## src/rtl/arxf_pkg.sv

```systemverilog
package arxf_pkg;

   typedef enum logic [1:0] {
      PH_IDLE = 2'd0,
      PH_PREP = 2'd1,
      PH_RUN  = 2'd2
   } phase_e;

endpackage

```

## src/rtl/arxf_round.sv

```systemverilog
module arxf_round #(
   parameter int BRANCH_W = 8,
   parameter int F_ROT_A  = 1,
   parameter int F_ROT_B  = 7,
   parameter int F_ROT_C  = 2,
   parameter int ROT_L1   = 1,
   parameter int ROT_R1   = 7,
   localparam int BLOCK_W = 4 * BRANCH_W
) (
   input  logic [BLOCK_W-1:0] blk_i,
   input  logic [BLOCK_W-1:0] rk_i,
   input  logic               dec_i,
   input  logic               last_i,
   output logic [BLOCK_W-1:0] blk_o
);

   function automatic logic [BRANCH_W-1:0] rotl(input logic [BRANCH_W-1:0] v, input int n);
      int m;
      m = n % BRANCH_W;
      if (m == 0) return v;
      return (v << m) | (v >> (BRANCH_W - m));
   endfunction

   function automatic logic [BRANCH_W-1:0] rotr(input logic [BRANCH_W-1:0] v, input int n);
      return rotl(v, BRANCH_W - (n % BRANCH_W));
   endfunction

   function automatic logic [BRANCH_W-1:0] mix(input logic [BRANCH_W-1:0] x);
      return (rotl(x, F_ROT_A) & rotl(x, F_ROT_B)) ^ rotl(x, F_ROT_C);
   endfunction

   // Two identical half-networks: half 0 = (L0,L1), half 1 = (R0,R1)
   for (genvar h = 0; h < 2; h++) begin : g_half
      localparam int TOP  = BLOCK_W - 1 - 2 * h * BRANCH_W;
      localparam int ROT  = (h == 0) ? ROT_L1 : ROT_R1;
      localparam int KA_T = BLOCK_W - 1 - h * BRANCH_W;
      localparam int KB_T = BLOCK_W - 1 - (h + 2) * BRANCH_W;

      logic [BRANCH_W-1:0] x0, x1, ka, kb;
      logic [BRANCH_W-1:0] e_s, e_t, d_t, d_x0, d_x1;

      assign x0 = blk_i[TOP -: BRANCH_W];
      assign x1 = blk_i[TOP - BRANCH_W -: BRANCH_W];
      assign ka = rk_i[KA_T -: BRANCH_W];
      assign kb = rk_i[KB_T -: BRANCH_W];

      always_comb begin
         // forward direction
         e_s  = mix(x0) ^ x1 ^ ka;
         e_t  = mix(e_s) ^ x0 ^ kb;
         if (!last_i) e_t = rotl(e_t, ROT);
         // inverse direction: x0 holds s, x1 holds (rotated) t
         d_t  = last_i ? x1 : rotr(x1, ROT);
         d_x0 = d_t ^ mix(x0) ^ kb;
         d_x1 = x0 ^ mix(d_x0) ^ ka;
      end

      assign blk_o[TOP -: BRANCH_W]            = dec_i ? d_x0 : e_s;
      assign blk_o[TOP - BRANCH_W -: BRANCH_W] = dec_i ? d_x1 : e_t;
   end

endmodule

```

## src/rtl/arxf_keysched.sv

```systemverilog
module arxf_keysched #(
   parameter int BRANCH_W = 8,
   parameter int RC_W     = 5,
   parameter int RC_TAP   = 2,
   parameter int RC_INIT  = 1,
   parameter int RC_POS   = 3,
   parameter int KEY_ROT  = 8,
   localparam int KEY_W   = 8 * BRANCH_W,
   localparam int BLOCK_W = 4 * BRANCH_W,
   localparam int NIB_W   = BRANCH_W / 2
) (
   input  logic               clk_i,
   input  logic               rst_ni,
   input  logic               load_i,
   input  logic [KEY_W-1:0]   key_i,
   input  logic               fwd_i,
   input  logic               bwd_i,
   output logic [BLOCK_W-1:0] rk_fwd_o,
   output logic [BLOCK_W-1:0] rk_cur_o
);

   logic [KEY_W-1:0] key_q;
   logic [RC_W-1:0]  rc_q;

   function automatic logic [RC_W-1:0] lfsr_fwd(input logic [RC_W-1:0] r);
      return {r[RC_W-2:0], r[RC_W-1] ^ r[RC_TAP]};
   endfunction

   function automatic logic [RC_W-1:0] lfsr_bwd(input logic [RC_W-1:0] n);
      return {n[0] ^ n[RC_TAP+1], n[RC_W-1:1]};
   endfunction

   function automatic logic [NIB_W-1:0] gate(input logic [NIB_W-1:0] v);
      return v & {v[NIB_W-2:0], v[NIB_W-1]};
   endfunction

   function automatic logic [KEY_W-1:0] add_rc(input logic [KEY_W-1:0] k, input logic [RC_W-1:0] r);
      logic [KEY_W-1:0] w;
      w = '0;
      w[RC_POS +: RC_W] = r;
      return k ^ w;
   endfunction

   function automatic logic [KEY_W-1:0] step_fwd(input logic [KEY_W-1:0] k, input logic [RC_W-1:0] r);
      logic [KEY_W-1:0]  a;
      logic [NIB_W-1:0]  hi, lo;
      a  = add_rc(k, r);
      hi = a[KEY_W-1 -: NIB_W];
      lo = a[KEY_W-1-NIB_W -: NIB_W];
      hi = hi ^ gate(lo);
      lo = lo ^ gate(hi);
      a[KEY_W-1 -: BRANCH_W] = {hi, lo};
      return {a[KEY_W-1-KEY_ROT:0], a[KEY_W-1 -: KEY_ROT]};
   endfunction

   function automatic logic [KEY_W-1:0] step_bwd(input logic [KEY_W-1:0] n, input logic [RC_W-1:0] r);
      logic [KEY_W-1:0]  a;
      logic [NIB_W-1:0]  hi, lo;
      a  = {n[KEY_ROT-1:0], n[KEY_W-1:KEY_ROT]};
      hi = a[KEY_W-1 -: NIB_W];
      lo = a[KEY_W-1-NIB_W -: NIB_W];
      lo = lo ^ gate(hi);
      hi = hi ^ gate(lo);
      a[KEY_W-1 -: BRANCH_W] = {hi, lo};
      return add_rc(a, r);
   endfunction

   logic [KEY_W-1:0] key_next;
   logic [RC_W-1:0]  rc_prev;

   assign key_next = step_fwd(key_q, rc_q);
   assign rc_prev  = lfsr_bwd(rc_q);
   assign rk_fwd_o = key_next[KEY_W-1 -: BLOCK_W];
   assign rk_cur_o = key_q[KEY_W-1 -: BLOCK_W];

   always_ff @(posedge clk_i) begin
      if (!rst_ni) begin
         key_q <= '0;
         rc_q  <= RC_W'(RC_INIT);
      end else if (load_i) begin
         key_q <= key_i;
         rc_q  <= RC_W'(RC_INIT);
      end else if (fwd_i) begin
         key_q <= key_next;
         rc_q  <= lfsr_fwd(rc_q);
      end else if (bwd_i) begin
         key_q <= step_bwd(key_q, rc_prev);
         rc_q  <= rc_prev;
      end
   end

   AST_RC_NONZERO: assert property (@(posedge clk_i) disable iff (!rst_ni) rc_q != '0); // R5
   AST_BWD_UNDOES_FWD: assert property (@(posedge clk_i) disable iff (!rst_ni)
      (fwd_i && !load_i) |=> (step_bwd(key_q, lfsr_bwd(rc_q)) == $past(key_q))); // R4

endmodule

```

## src/rtl/arxf_ctrl.sv

```systemverilog
module arxf_ctrl
   import arxf_pkg::*;
#(
   parameter int ROUNDS = 16,
   localparam int CNT_W = $clog2(ROUNDS)
) (
   input  logic clk_i,
   input  logic rst_ni,
   input  logic start_i,
   input  logic dec_i,
   output logic load_o,
   output logic fwd_o,
   output logic bwd_o,
   output logic step_o,
   output logic last_o,
   output logic fin_o,
   output logic dec_o,
   output logic done_o
);

   phase_e           phase_q;
   logic [CNT_W-1:0] cnt_q;
   logic             dec_q;
   logic             done_q;
   logic             cnt_last;

   assign cnt_last = (cnt_q == CNT_W'(ROUNDS - 1));

   always_ff @(posedge clk_i) begin
      if (!rst_ni) begin
         phase_q <= PH_IDLE;
         cnt_q   <= '0;
         dec_q   <= 1'b0;
         done_q  <= 1'b0;
      end else begin
         done_q <= 1'b0;
         case (phase_q)
            PH_IDLE: begin
               if (start_i) begin
                  dec_q   <= dec_i;
                  cnt_q   <= '0;
                  phase_q <= dec_i ? PH_PREP : PH_RUN;
               end
            end
            PH_PREP: begin
               if (cnt_last) begin
                  cnt_q   <= '0;
                  phase_q <= PH_RUN;
               end else begin
                  cnt_q <= cnt_q + 1'b1;
               end
            end
            PH_RUN: begin
               if (cnt_last) begin
                  cnt_q   <= '0;
                  done_q  <= 1'b1;
                  phase_q <= PH_IDLE;
               end else begin
                  cnt_q <= cnt_q + 1'b1;
               end
            end
            default: phase_q <= PH_IDLE;
         endcase
      end
   end

   assign load_o = (phase_q == PH_IDLE) && start_i;
   assign fwd_o  = (phase_q == PH_PREP) || ((phase_q == PH_RUN) && !dec_q);
   assign bwd_o  = (phase_q == PH_RUN) && dec_q;
   assign step_o = (phase_q == PH_RUN);
   assign last_o = dec_q ? (cnt_q == '0) : cnt_last;
   assign fin_o  = (phase_q == PH_RUN) && cnt_last;
   assign dec_o  = dec_q;
   assign done_o = done_q;

   AST_DONE_PULSE: assert property (@(posedge clk_i) disable iff (!rst_ni) done_q |=> !done_q); // R8
   AST_DONE_AFTER_RUN: assert property (@(posedge clk_i) disable iff (!rst_ni) done_q |-> $past(phase_q == PH_RUN)); // R7
   AST_PREP_THEN_RUN: assert property (@(posedge clk_i) disable iff (!rst_ni)
      (phase_q == PH_PREP && cnt_last) |=> (phase_q == PH_RUN && cnt_q == '0)); // R7
   AST_BUSY_IGNORES_START: assert property (@(posedge clk_i) disable iff (!rst_ni)
      (phase_q != PH_IDLE && start_i) |=> $stable(dec_q)); // R9

endmodule

```

## src/rtl/arxf_core.sv

```systemverilog
module arxf_core #(
   parameter int BRANCH_W = 8,
   parameter int ROUNDS   = 16,
   parameter int ROT_L1   = 1,
   parameter int ROT_R1   = 7,
   parameter int RC_W     = 5,
   parameter int RC_TAP   = 2,
   parameter int RC_INIT  = 1,
   parameter int RC_POS   = 3,
   parameter int KEY_ROT  = 8,
   localparam int BLOCK_W = 4 * BRANCH_W,
   localparam int KEY_W   = 8 * BRANCH_W
) (
   input  logic               clk_i,
   input  logic               rst_ni,
   input  logic               start_i,
   input  logic               decrypt_i,
   input  logic [KEY_W-1:0]   key_i,
   input  logic [BLOCK_W-1:0] block_i,
   output logic [BLOCK_W-1:0] result_o,
   output logic               done_o
);

   // elaboration-time parameter checks
   if (BRANCH_W < 4 || (BRANCH_W % 2) != 0) begin : g_bad_branch
      $error("BRANCH_W must be even and at least 4");
   end
   if (ROUNDS < 2) begin : g_bad_rounds
      $error("ROUNDS must be at least 2");
   end
   if (ROT_L1 <= 0 || ROT_L1 >= BRANCH_W || ROT_R1 <= 0 || ROT_R1 >= BRANCH_W) begin : g_bad_rot
      $error("branch rotations must lie in 1..BRANCH_W-1");
   end
   if (RC_W < 3 || RC_TAP >= RC_W - 1 || RC_INIT == 0 || RC_INIT >= (1 << RC_W)) begin : g_bad_rc
      $error("round-constant LFSR parameters out of range");
   end
   if (RC_POS + RC_W > KEY_W - BRANCH_W) begin : g_bad_rcpos
      $error("round constant field overlaps the nonlinear key byte");
   end
   if (KEY_ROT <= 0 || KEY_ROT >= KEY_W) begin : g_bad_krot
      $error("KEY_ROT must lie in 1..KEY_W-1");
   end

   logic               load, fwd, bwd, step, last, fin, dec_q;
   logic [BLOCK_W-1:0] rk_fwd, rk_cur, rk_sel;
   logic [BLOCK_W-1:0] blk_q, rnd_out, res_q;

   arxf_ctrl #(
      .ROUNDS (ROUNDS)
   ) ctrl_i (
      .clk_i   (clk_i),
      .rst_ni  (rst_ni),
      .start_i (start_i),
      .dec_i   (decrypt_i),
      .load_o  (load),
      .fwd_o   (fwd),
      .bwd_o   (bwd),
      .step_o  (step),
      .last_o  (last),
      .fin_o   (fin),
      .dec_o   (dec_q),
      .done_o  (done_o)
   );

   arxf_keysched #(
      .BRANCH_W (BRANCH_W),
      .RC_W     (RC_W),
      .RC_TAP   (RC_TAP),
      .RC_INIT  (RC_INIT),
      .RC_POS   (RC_POS),
      .KEY_ROT  (KEY_ROT)
   ) ks_i (
      .clk_i    (clk_i),
      .rst_ni   (rst_ni),
      .load_i   (load),
      .key_i    (key_i),
      .fwd_i    (fwd),
      .bwd_i    (bwd),
      .rk_fwd_o (rk_fwd),
      .rk_cur_o (rk_cur)
   );

   assign rk_sel = dec_q ? rk_cur : rk_fwd;

   arxf_round #(
      .BRANCH_W (BRANCH_W),
      .ROT_L1   (ROT_L1),
      .ROT_R1   (ROT_R1)
   ) rnd_i (
      .blk_i  (blk_q),
      .rk_i   (rk_sel),
      .dec_i  (dec_q),
      .last_i (last),
      .blk_o  (rnd_out)
   );

   always_ff @(posedge clk_i) begin
      if (!rst_ni) begin
         blk_q <= '0;
         res_q <= '0;
      end else begin
         if (load)      blk_q <= block_i;
         else if (step) blk_q <= rnd_out;
         if (fin)       res_q <= rnd_out;
      end
   end

   assign result_o = res_q;

   AST_RESULT_HOLD: assert property (@(posedge clk_i) disable iff (!rst_ni) !done_o |-> $stable(result_o)); // R8
   AST_NO_LOAD_WHILE_BUSY: assert property (@(posedge clk_i) disable iff (!rst_ni) step |-> !load); // R9

endmodule

```

## config.mk

```make
export PLATFORM = sky130hd
export DESIGN_NAME = arxf_core
export DESIGN_NICKNAME = d
export VERILOG_FILES = /design/src/rtl/arxf_pkg.sv /design/src/rtl/arxf_round.sv /design/src/rtl/arxf_keysched.sv /design/src/rtl/arxf_ctrl.sv /design/src/rtl/arxf_core.sv
export SDC_FILE = /design/constraint.sdc
export NUM_CORES = 1
export LEC_CHECK = 0
export BUFFER_PORTS_ARGS = -buffer_cell sky130_fd_sc_hd__clkbuf_2
export CORE_UTILIZATION = 60
export CTS_CLUSTER_SIZE = 30
export DETAILED_ROUTE_END_ITERATION = 8
export PLACE_DENSITY = 0.84
export SLEW_MARGIN = 0
export SYNTH_ARGS = -nofsm -noshare
export SYNTH_HDL_FRONTEND = slang
export SYNTH_SLANG_ARGS = --single-unit
```

## constraint.sdc

```tcl
create_clock -name clk_i -period 2.9 [get_ports clk_i]
set_input_delay 0 -clock clk_i [delete_from_list [all_inputs] [get_ports clk_i]]
set_output_delay 0 -clock clk_i [all_outputs]
set_load 0.005 [all_outputs]
```

**After elaboration in Yosys (flattened, before gate mapping)**

Cells that the tools add are included.

- Bitwise gates (word level): 63
- Equal/unequal tests: 6
- Reductions and logical operators: 18
- Multiplexer cells: 26
- Add/sub/neg operators: 1

Operators by type and width:

| kind | number |
|---|---|
| two-way mux 64 bit | 3 |
| XOR 8 bit | 22 |
| XOR 64 x 8 -> 64 bit | 2 |
| two-way mux 32 bit | 3 |
| two-way mux 8 bit | 8 |
| bitwise OR 8 x 1 -> 8 bit | 8 |
| bitwise OR 8 x 7 -> 8 bit | 8 |
| bitwise AND 8 bit | 6 |
| bitwise OR 8 x 2 -> 8 bit | 6 |
| bitwise AND 4 bit | 4 |
| XOR 4 bit | 4 |
| two-way mux 5 bit | 2 |
| two-way mux 2 bit | 4 |
| two-way mux 4 bit | 2 |
| one-hot mux 4 bit (2 select lines) | 1 |
| one-hot mux 2 bit (3 select lines) | 1 |
| AND reduction 2 bit | 3 |
| nonzero test 2 bit | 3 |
| adder 4 x 1 -> 4 bit, second input constant | 1 |
| equality test 4 bit, second input constant | 1 |
| logical AND 1 bit | 4 |
| logical NOT 4 bit | 1 |
| != test 2 bit, second input constant | 2 |
| OR reduction 2 bit | 2 |
| other kinds (11) | 13 |

- Flip-flop bits (word level): 141
- Word-level logic and storage cells: 122

**Logic depth before layout (Yosys ltp)**

- Depth after elaboration: 15
- Depth in mapped cells: 11

**By module**

Synthesis repeated with hierarchy kept, for this count alone.

- Cells, all modules: 1290
- Area total of the unflattened synthesis: 11957.7 µm²

Modules (own cells, without submodules):

| module | instances | area each (µm²) | cells each | seq. area each (µm²) |
|---|---|---|---|---|
| arxf_keysched | 1 | 5082.4 | 632 | 1381.3 |
| arxf_core | 1 | 3360.7 | 281 | 1281.2 |
| arxf_round | 1 | 3037.9 | 321 | 0.0 |
| arxf_ctrl | 1 | 476.7 | 56 | 160.2 |

**Worst setup path before layout**

No wires, ideal clock.

- Path type: flip-flop to flip-flop
- From: register ctrl_i.dec_q, in the netlist ctrl_i.dec_o
- To: register blk_q[20]
- Buffers on the path: 2
- Clock period less this slack: 2.324 ns
- Library setup time: 0.136 ns
- Arrival: 2.189 ns
- Setup slack: 0.576 ns
- Stages on the path, launching flop included: 9
- Cell sequence: dfxtp_1 buf_6 buf_6 mux2i_1 xnor3_2 or3_1 mux2_2 o211ai_1 o32ai_1

- Cells in the longest elaborated chain, start to end: 12

Ends and longest elaborated chain:

| what | line | source |
|---|---|---|
| start, declared | arxf_ctrl.sv:23 | `logic dec_q;` |
| start signal, assigned | arxf_ctrl.sv:40 | `dec_q <= dec_i;` |
| two-way mux 32 bit or two-way mux 1 bit (tied branches) | arxf_core.sv:83, arxf_ctrl.sv:71 |  |
| XOR 8 bit or two-way mux 8 bit (tied branches) | arxf_round.sv:49, arxf_round.sv:53 |  |
| bitwise OR 8 x 1 -> 8 bit, or another cell as far along | arxf_round.sv:21 | `return (v << m) \| (v >> (BRANCH_W - m));` |
| bitwise AND 8 bit or XOR 8 bit (tied branches) | arxf_round.sv:29, arxf_round.sv:54 |  |
| XOR 8 bit, or another cell as far along | arxf_round.sv:29 | `return (rotl(x, F_ROT_A) & rotl(x, F_ROT_B)) ^ rotl(x, F_ROT_C);` |
| XOR 8 bit or bitwise AND 8 bit (tied branches) | arxf_round.sv:50, arxf_round.sv:29 |  |
| XOR 8 bit, on equally long branches | arxf_round.sv:50, arxf_round.sv:29 |  |
| bitwise OR 8 x 1 -> 8 bit or XOR 8 bit (tied branches) | arxf_round.sv:21, arxf_round.sv:55 |  |
| two-way mux 8 bit or XOR 8 bit (tied branches) | arxf_round.sv:51, arxf_round.sv:55 |  |
| two-way mux 8 bit (*) | arxf_round.sv:59 | `assign blk_o[TOP - BRANCH_W -: BRANCH_W] = dec_i ? d_x1 : e_t;` |
| two-way mux 32 bit (*) | arxf_core.sv:103 | `else if (step) blk_q <= rnd_out;` |
| two-way mux 32 bit (*) | arxf_core.sv:102 | `if (load) blk_q <= block_i;` |
| end signal, assigned | arxf_core.sv:102 |  |
| end signal, assigned | arxf_core.sv:103 |  |
| end, declared | arxf_core.sv:46 | `logic [BLOCK_W-1:0] blk_q, rnd_out, res_q;` |

Mark *: on every way between the ends. The rest lies on a longest branch, timed or not. The select of a mux whose other input is x is not followed.
A chain may end at the register's enable or synchronous reset.

**Worst setup path in the final report**

- From: register ctrl_i.dec_q, in the netlist ctrl_i.dec_o
- To: register blk_q[7]

- Cells in the longest elaborated chain, start to end: 12

Ends and longest elaborated chain:

| what | line |
|---|---|
| two-way mux 32 bit or two-way mux 1 bit (tied branches) | arxf_core.sv:83, arxf_ctrl.sv:71 |
| XOR 8 bit or two-way mux 8 bit (tied branches) | arxf_round.sv:49, arxf_round.sv:53 |
| bitwise OR 8 x 1 -> 8 bit, or another cell as far along | arxf_round.sv:21 |
| bitwise AND 8 bit or XOR 8 bit (tied branches) | arxf_round.sv:29, arxf_round.sv:54 |
| XOR 8 bit, or another cell as far along | arxf_round.sv:29 |
| XOR 8 bit or bitwise AND 8 bit (tied branches) | arxf_round.sv:50, arxf_round.sv:29 |
| XOR 8 bit, on equally long branches | arxf_round.sv:50, arxf_round.sv:29 |
| bitwise OR 8 x 7 -> 8 bit or XOR 8 bit (tied branches) | arxf_round.sv:21, arxf_round.sv:55 |
| two-way mux 8 bit or XOR 8 bit (tied branches) | arxf_round.sv:51, arxf_round.sv:55 |
| two-way mux 8 bit (*) | arxf_round.sv:59 |
| two-way mux 32 bit (*) | arxf_core.sv:103 |
| two-way mux 32 bit (*) | arxf_core.sv:102 |

Marked as above.

==> parameters.txt <==
Parameter                              Value

STA
  Hold WS    0.006686 ns
  Post-Route Setup TNS    0 ns
  Unrepaired setup endpoints after global routing    false
  Worst rel slew slack    30.45%
  Fin. max-slew vios    0
  Worst-margin pin slew    1.039 ns
  Slack of the critical path    0.1567 ns
  Setup violations, final    0
  Period Utilization, post-route    94.60%
  Final Hold Vio Count    0
  Clock Skew    0.02096 ns
  Max Clock Freq    364.5 MHz
  Minimum period implied by the final worst setup slack    2.743 ns

Power
  Cell Pwr Density    1104 mW/mm^2
  Static leakage    5.918 nW
  Switching share of total power    48.87%
  Worst vdd rail ir drop    0.5347 mV
  Clock Power Share    14.7%
  Flop pwr share    20.7%
  Combinational power share    64.5%
  Internal    0.008015 W
  Net switching power figure    0.007661 W

Die
  Die footprint    0.02008 mm^2
  Core outline area    0.01889 mm^2
  Top-Level Pins    133
  Die extent in y    141.7 um
  Effective utilization at floorplan    61.99%
  Die Wd    141.7 um
  Number of rows in the core area    50

Global routing
  Congestion Overflow GR    0
  Largest net degree at the start of global routing    104
  Wire length of the first global-routing pass    66.18 mm
  Vias in the first global route    11,820
  Total global-route track usage    42.96%
  Number of antenna violations at the first check in global routing    0

Yosys
  Ys flop type    dfxtp_1
  Mean post-synth cell area    8.089 um^2
  Register bit count reported by yosys    141
  Post-synth top area share    24.10%
  Number of enable flip-flop cells after synthesis    0
  Fraction of the yosys area taken by sequential cells    24.10%
  Net Count, Synth    1,553
  Post-Syn Instances    1,448
  Synth cell types    65
  Area of the mapped netlist    0.01171 mm^2
  Synthesis Warnings    0
  Top cells by area in the synthesized netlist    dfxtp_1, xnor3_1, nor2_1, nand2_1, a21oi_1
  Most numerous cell types in the synthesized netlist    nor2_1, nand2_1, dfxtp_1, a21oi_1, clkbuf_1
  Most frequent cell after synthesis    nor2_1
  Most area-hungry cell type in the Yosys netlist    dfxtp_1
  Fraction of registers with async set or reset after synthesis    0%

Clock network
  Clock input transition at the sequential cells of the worst setup and hold paths    0.07 ns
  Clk sinks    141
  Clk Latency, worst-skew pair    0.45 ns
  H-tree levels    4
  TritonCTS clock tree    built
  Cell at the root of the clock tree    clkbuf_16
  Number of buffers between clock root and the deepest sink    2
  TritonCTS Buffers    17

Placed design
  Placed wire-length estimate    29.24 mm
  Setup Slack @ Placement    0.05322 ns
  Quantity of I/O buffers inserted on ports    132
  Placer congestion estimate    1.036

Setup path
  Category of the critical setup timing path    flip-flop to flip-flop
  Worst path required time    3.25 ns
  Crit path max fanout    12
  Data arrival, critical path    3.09 ns
  Crit start category    flip-flop
  Worst setup EP type    flip-flop

Route
  Routed wirelength normalized by instance count    22.74 um
  Detailed-route DRC error count    0
  Sum of routed wire length over all layers    42.91 mm
  Detail-routed via count per cell    6.790
  Final ANT Viol Nets    0
  Count of vias placed by the detailed router    12,810
  Iter 0 DRT Violations    1,955
  Number of search-and-repair iterations in the first detailed-routing pass    6

Worst hold path
  Path category of the worst min-delay check    primary input to flip-flop

Layout
  Signed area change from the synthesized netlist to the final layout    21.23%
  Utilization after layout    75.15%
  Layout cell share with drive strength beyond 1    18.14%
  Number of nets in the final layout    1,718

Flow run
  Max-Cap Viols    0

Status
  Status    completed
[power groups by stage]
stage          combinational (W)  sequential [W]  clock (W)
2_1_floorplan            0.00729         0.00273          0
3_3_place_gp             0.00946         0.00323          0
3_5_place_dp             0.00957         0.00323          0
4_1_cts                  0.00975         0.00319    0.00230
5_1_grt                   0.0107         0.00328    0.00237
6_report                  0.0101         0.00325    0.00231
[layout make-up]
cell class	count	area (um^2)
inverter	12	46.29
antenna	1	2.502
clock inverter	15	177.7
clock buffer	17	425.4
tap	260	325.3
timing repair buffer	283	2073
multi-input combinational	1158	8322
sequential	141	2826
fill	1405	4695
[registers in the layout (all words and copies together), names as in the netlist]
signal and flops:
ks_i.key_q 64, blk_q 32, result_o 32, ks_i.rc_q 5, ctrl_i.cnt_q 4, ctrl_i.phase_q 2
ctrl_i.dec_o 1, ctrl_i.done_o 1
[path summary, 6_finish.rpt]
path | from | endpoint | slack [ns] | cells after the start
worst min-delay path | key_i[44] | ks_i.key_q[44] | 0.007 | 5
worst min register to register | result_o[26] | result_o[26] | 0.47 | 2
worst max-delay path | ctrl_i.dec_o | blk_q[7] | 0.16 | 7
worst max register to register | ctrl_i.dec_o | blk_q[7] | 0.16 | 7
[critical path, stage by stage (launching register included)]
cell	delay, ns
dfxtp_4	0.45
buf_4	0.28
mux2i_1	0.41
xnor3_1	0.52
a21boi_0	0.21
o41ai_1	0.33
mux2i_1	0.17
o32ai_1	0.28
[cells by family after synthesis]
kind of cell / share of synthesized area, %
AO/OA/AOI/OAI: 26.41
XOR/XNOR: 17.91
adder cells (fa/ha/maj): 0.5341
buffers and inverters: 5.138
flip-flops: 24.10
multiplexers: 6.570
AND/OR/NAND/NOR: 19.34
[cell usage in the layout (no fill, tap or decap), types with 25 or more instances in the layout]
cell type / instances
nand3_1: 45
nand2_1: 155
xor2_1: 25
and3_1: 32
o21ai_0: 58
dfxtp_1: 140
xnor2_1: 54
mux2i_1: 52
dlygate4sd3_1: 69
nor2_1: 162
xnor3_1: 43
clkbuf_2: 132
buf_4: 73
a311oi_1: 49
a21oi_1: 112
nor3_1: 29
a211oi_1: 31
[through the flow]
step	cell area (um^2)	power, W	cells
CTS	14180	0.01524	1885
global route	14200	0.01636	1886
global placement	12880	0.01269	1784
floorplan	11710	0.01003	1448
detailed placement	12880	0.01280	1784
finish	14200	0.01568	1887
[timing repair]
| action | CTS | global route |
|---|---|---|
| hold buffers | 69 | 0 |
| gates resized for setup | 0 | 5 |
| buffers inserted | 0 | 1 |
| endpoints found under the hold margin | 70 | 0 |
| setup endpoints to repair | 0 | 19 |
[routing by layer]
layer	routed length [um]	vias to the layer above	track usage, %	share of wire (%)
li1	-	5685	-	-
met4	1951	0	20.32	4.5
met2	19200	1018	66.14	45
met5	0	-	0	0
met3	5274	185	9.855	12
met1	16480	5924	57.04	38
Power figures use the tool's default switching activity.
